$ cat src/rtl/duty_div_pkg.sv
package duty_div_pkg;
  // Default widths and divisor limits shared by the divider and its checker.
  localparam int unsigned DDIV_SEL_W = 5;
  localparam int unsigned DDIV_N_MIN = 2;
  localparam int unsigned DDIV_N_MAX = 16;
endpackage

$ cat src/rtl/ddiv_sel_clamp.sv
// Maps a raw divisor value onto the supported range.
module ddiv_sel_clamp #(
  parameter int unsigned SEL_W = duty_div_pkg::DDIV_SEL_W,
  parameter int unsigned N_MIN = duty_div_pkg::DDIV_N_MIN,
  parameter int unsigned N_MAX = duty_div_pkg::DDIV_N_MAX
) (
  input  logic [SEL_W-1:0] raw_i,
  output logic [SEL_W-1:0] sel_o
);
  localparam logic [SEL_W-1:0] LO = SEL_W'(N_MIN);
  localparam logic [SEL_W-1:0] HI = SEL_W'(N_MAX);

  always_comb begin
    if (raw_i < LO)      sel_o = LO;
    else if (raw_i > HI) sel_o = HI;
    else                 sel_o = raw_i;
  end
endmodule

$ cat src/rtl/ddiv_period_ctr.sv
// Counts input cycles within an output period, latches the divisor at each
// period boundary and registers the tick strobe.
module ddiv_period_ctr #(
  parameter int unsigned SEL_W = duty_div_pkg::DDIV_SEL_W,
  parameter int unsigned CNT_W = 4
) (
  input  logic             clk_i,
  input  logic             rst_i,
  input  logic [SEL_W-1:0] sel_i,
  output logic [CNT_W-1:0] cnt_o,
  output logic [SEL_W-1:0] nsel_o,
  output logic             wrap_o,
  output logic             tick_o
);
  logic [CNT_W-1:0] cnt_q;
  logic [SEL_W-1:0] nsel_q;
  logic             tick_q;

  // Last cycle of the running period.
  assign wrap_o = (SEL_W'(cnt_q) == (nsel_q - SEL_W'(1)));

  always_ff @(posedge clk_i) begin
    if (rst_i) begin
      cnt_q  <= '0;
      nsel_q <= sel_i;
      tick_q <= 1'b0;
    end else if (wrap_o) begin
      cnt_q  <= '0;
      nsel_q <= sel_i;
      tick_q <= 1'b1;
    end else begin
      cnt_q  <= cnt_q + CNT_W'(1);
      tick_q <= 1'b0;
    end
  end

  assign cnt_o  = cnt_q;
  assign nsel_o = nsel_q;
  assign tick_o = tick_q;
endmodule

$ cat src/rtl/ddiv_phase_gen.sv
// Builds the divided clock from a rising-edge phase register and a copy of
// it retimed to the falling edge. Odd divisors AND the two copies; even
// divisors pass the rising-edge phase straight through.
module ddiv_phase_gen #(
  parameter int unsigned SEL_W = duty_div_pkg::DDIV_SEL_W,
  parameter int unsigned CNT_W = 4
) (
  input  logic             clk_i,
  input  logic             rst_i,
  input  logic [CNT_W-1:0] cnt_i,
  input  logic [SEL_W-1:0] nsel_i,
  input  logic             wrap_i,
  output logic             clk_div_o
);
  logic             rise_ph_q;
  logic             fall_ph_q;
  logic [SEL_W-1:0] hi_cycles;
  logic             ph_end;

  // The rising-edge phase stays high for ceil(N/2) cycles.
  assign hi_cycles = (nsel_i + SEL_W'(1)) >> 1;
  assign ph_end    = ((SEL_W'(cnt_i) + SEL_W'(1)) == hi_cycles);

  always_ff @(posedge clk_i) begin
    if (rst_i)       rise_ph_q <= 1'b0;
    else if (wrap_i) rise_ph_q <= 1'b1;
    else if (ph_end) rise_ph_q <= 1'b0;
  end

  always_ff @(negedge clk_i) begin
    if (rst_i) fall_ph_q <= 1'b0;
    else       fall_ph_q <= rise_ph_q;
  end

  // The divisor register changes only when rise_ph_q rises, and fall_ph_q
  // is low at that point, so the select never cuts a high phase.
  assign clk_div_o = rise_ph_q & (fall_ph_q | ~nsel_i[0]);
endmodule

$ cat src/rtl/duty_clk_div.sv
module duty_clk_div #(
  parameter int unsigned SEL_W = duty_div_pkg::DDIV_SEL_W,
  parameter int unsigned N_MIN = duty_div_pkg::DDIV_N_MIN,
  parameter int unsigned N_MAX = duty_div_pkg::DDIV_N_MAX
) (
  input  logic             clk_i,
  input  logic             rst_i,
  input  logic [SEL_W-1:0] div_i,
  output logic             clk_div_o,
  output logic             tick_o
);
  localparam int unsigned CNT_W = $clog2(N_MAX);

  logic [SEL_W-1:0] sel_clamped;
  logic [CNT_W-1:0] cnt_q;
  logic [SEL_W-1:0] nsel_q;
  logic             wrap;

  ddiv_sel_clamp #(.SEL_W(SEL_W), .N_MIN(N_MIN), .N_MAX(N_MAX)) u_clamp (
    .raw_i (div_i),
    .sel_o (sel_clamped)
  );

  ddiv_period_ctr #(.SEL_W(SEL_W), .CNT_W(CNT_W)) u_ctr (
    .clk_i  (clk_i),
    .rst_i  (rst_i),
    .sel_i  (sel_clamped),
    .cnt_o  (cnt_q),
    .nsel_o (nsel_q),
    .wrap_o (wrap),
    .tick_o (tick_o)
  );

  ddiv_phase_gen #(.SEL_W(SEL_W), .CNT_W(CNT_W)) u_phase (
    .clk_i     (clk_i),
    .rst_i     (rst_i),
    .cnt_i     (cnt_q),
    .nsel_i    (nsel_q),
    .wrap_i    (wrap),
    .clk_div_o (clk_div_o)
  );
endmodule

$ cat config.mk
export PLATFORM = sky130hd
export DESIGN_NAME = duty_clk_div
export DESIGN_NICKNAME = d
export VERILOG_FILES = /design/src/rtl/duty_div_pkg.sv /design/src/rtl/ddiv_sel_clamp.sv /design/src/rtl/ddiv_period_ctr.sv /design/src/rtl/ddiv_phase_gen.sv /design/src/rtl/duty_clk_div.sv
export SDC_FILE = /design/constraint.sdc
export NUM_CORES = 1
export LEC_CHECK = 0
export ABC_AREA = 0
export BUFFER_PORTS_ARGS = -buffer_cell sky130_fd_sc_hd__buf_4
export CORE_UTILIZATION = 30
export DETAILED_ROUTE_END_ITERATION = 10
export SLEW_MARGIN = 15
export SYNTH_ARGS = -nofsm -noshare
export SYNTH_HDL_FRONTEND = slang
export SYNTH_HIERARCHICAL = 1
export SYNTH_SLANG_ARGS = --single-unit
$ cat constraint.sdc
create_clock -name clk_i -period 3.95 [get_ports clk_i]
set_input_delay 0 -clock clk_i [delete_from_list [all_inputs] [get_ports clk_i]]
set_output_delay 0 -clock clk_i [all_outputs]
set_load 0.005 [all_outputs]
==> results.md <==
* Outcome: finished clean
* # fillers at 242
* Dpl hpwl at ~840 um
* CTS sink cnt at 12
* Worst slew pin tran at 0.354 ns
* Top-area cell type share of the netlist area at around a fifth
* Register Area at approximately 290 um2
* Post-CTS Resized at 0
* Reg2Reg Launch Point: u_phase/rise_ph_q$_SDFFE_PP0P_
* Gr busiest metal: met2
* Crit-path max FO at 1
* Primary FF master, synth: dfxtp_1
* Share of power burned in registers at a little over half
* Area Growth Syn to Fin at 18.9%
* Vias at between 500 and 600
* Routed WL at 1120 um
* Reg clk slew, reported paths at roughly 0.070 ns
* Area leader, netlist: edfxtp_1
* Post-synth EDFFs at 5
* Vias per inst at roughly 4.7
* Nets@finish at a little over 90
* Die Width at 51.3 um
* Post-CTS Setup Repair Bufs at 0
* Post-place setup slack at approximately 1.4 ns
* Top Ports at 9
* RSZ-0062 raised after global routing: false
* CTS max path bufs at 2
* Initial Utilization at 32.4%
* Antenna cells at 0
* Min-delay src: div_i[2]
* Max_cap viols at 0
* CTS tree: yes
* Vias in the first global route at roughly 470
* VDD IR max at 0.000157 V
* Area of the multi-input gates at between 400 and 500 um2
* Initial antenna violation count at 0
* PnR worst setup slack at 1.04 ns
* Routed Antenna Nets at 0
* Net Sw Power at roughly 0.08 mW
* Synth Register Bits at 12
* Routability cong. at around 0.69
* Post-synth top cells: dfxtp_1 (7), xnor2_1 (7), edfxtp_1 (5), nor3_1 (5), xor2_1 (5)
* P_int at 0.215 mW
* Final setup vio count at 0
* Hold WC Path Type: input pin to flip-flop
* Synthesized Nets at 78
* Initial DRC Count at 2
* Leakage at roughly 0.35 nW
* YS warnings at 6
* DIE AREA at about 0.0026 mm2
* Met2 Use GR at between 15 and 20%
* Library cells used by synthesis at 25
* Hold slack at ~0.059 ns
* Port bufs at 8
* Largest net degree at the start of global routing at 10
* Slew HR at 76.4%
* DRC at 0
* Required time of the critical path at between 3 and 4 ns
* Cells after Synth at 67
* Clock root cell: clkbuf_4
* Drt first pass iters at 4
* Worst endpoint data arrival time at between 2 and 3 ns
* Worst R2R Setup Slack at 1.48 ns
* Chip height at slightly above 50 um
* Clk_skew at between 0.05 and 0.06 ns
* Cell Area, Synth at about 730 um2
* Comb pwr share at about 22%
* Sequential area share after synthesis at 39.8%
* Final Hold Viols at 0
* Cts bufs inserted at 3
* Crit path capture type: output pin
* PD cells at 339 mW/mm2
* FP Rows at 17
* Setup Crit Path Kind: flip-flop to output pin
* Total gr overflow at 0
* Global-route wire length before repair at around 2100 um
* # hold bufs at CTS at 2
* Wire per inst at 10.4 um
* Synth async-reset ratio at 0%
* Tot GR Track Use at around 11%
* H-tree level count at 1
* Synth area leaders: edfxtp_1 (21%), dfxtp_1 (19%), xnor2_1 (8.4%)
* Worst setup path startpoint: u_phase/fall_ph_q$_SDFF_NP0_
* Avg Cell Area, Syn at 10.9 um2
* Met3 Use GR at under 10%
* Core Area at ~0.0023 mm2
* Clock latency on the worst-skew pair at roughly 0.32 ns
* Met1 usage at between 10% and 20%
* Power share of the clock group at a little over a quarter
* Crit path launch type: flip-flop
* Switching share of power at 27.0%
* TNS Setup at 0 ns
* Layout cells sized above 1 at a little under a fifth
* Pins over their slew limit at 0
-- placed cells by master (no fill, tap or decap), types with 2 or more instances in the layout --
| master | n |
|---|---|
| xnor3_1 | 2 |
| buf_4 | 8 |
| ha_1 | 4 |
| nor2_1 | 4 |
| xor2_1 | 5 |
| nor3b_2 | 2 |
| dfxtp_1 | 7 |
| dlygate4sd3_1 | 2 |
| xnor2_1 | 7 |
| clkbuf_4 | 3 |
| nand3_1 | 4 |
| nand2_1 | 2 |
| inv_1 | 4 |
| edfxtp_1 | 5 |
| nor2b_1 | 4 |
| nor3_1 | 5 |
-- per-layer routing --
layer / up-vias / wire, um
met2: 4 / 511
li1: 263 / -
met1: 236 / 576
met3: 2 / 18
met5: - / 0
met4: 0 / 16
-- worst max-delay path, cell delays in order, from the launching register on --
cell and delay [ns]:
dfxtp_1 0.29, inv_1 0.03, a21boi_0 0.16, buf_4 0.13
-- kinds of logic after synthesis --
logic type               count (synthesis)  synth area share [%]
AND/OR/NAND/NOR                         26                  21.8
XOR/XNOR                                14                  20.6
flip-flops                              12                  39.8
AO/OA/AOI/OAI                            6                  8.40
buffers and inverters                    5                  2.57
adder cells (fa/ha/maj)                  4                  6.86
-- final timing paths --
check,cells past startpoint,to
worst max-delay path,3,clk_div_o
worst min-delay path,2,u_ctr/nsel_o[2]$_DFFE_PP_
worst max register to register,1,u_phase/fall_ph_q$_SDFF_NP0_
worst min register to register,3,u_phase/rise_ph_q$_SDFFE_PP0P_
-- state kept, by name (all words and copies together) (netlist names) --
signal and count:
u_ctr/cnt_o 4, u_ctr/nsel_o 5, u_ctr/tick_o 1, u_phase/fall_ph_q 1
u_phase/rise_ph_q 1
-- cell type report --
type	count	share of cell area, %
clock buffer	3	2.60
clock inverter	2	0.866
inverter	3	1.30
multi-input combinational	50	48.5
sequential	12	33.5
tap	28	4.04
timing repair buffer	10	9.24
-- stage by stage --
step,std cells,area (um2),power (mW),util [%]
after detailed placement,102,821,0.221,36.4
after global routing,108,867,0.318,38.5
final,108,867,0.294,38.5
after floorplan,67,729,0.204,-
after CTS,108,867,0.297,38.5
after global placement,102,821,0.220,36.4
-- power groups by stage --
stage	clock network, mW	logic, mW	registers, mW
final	0.0772	0.0637	0.153
after global routing	0.0901	0.0725	0.155
after CTS	0.0801	0.0640	0.153
after detailed placement	0.00317	0.0617	0.156
after global placement	0.00317	0.0609	0.156
after floorplan	0.00317	0.0482	0.152
Note: power is estimated with default switching activity, not from simulation.
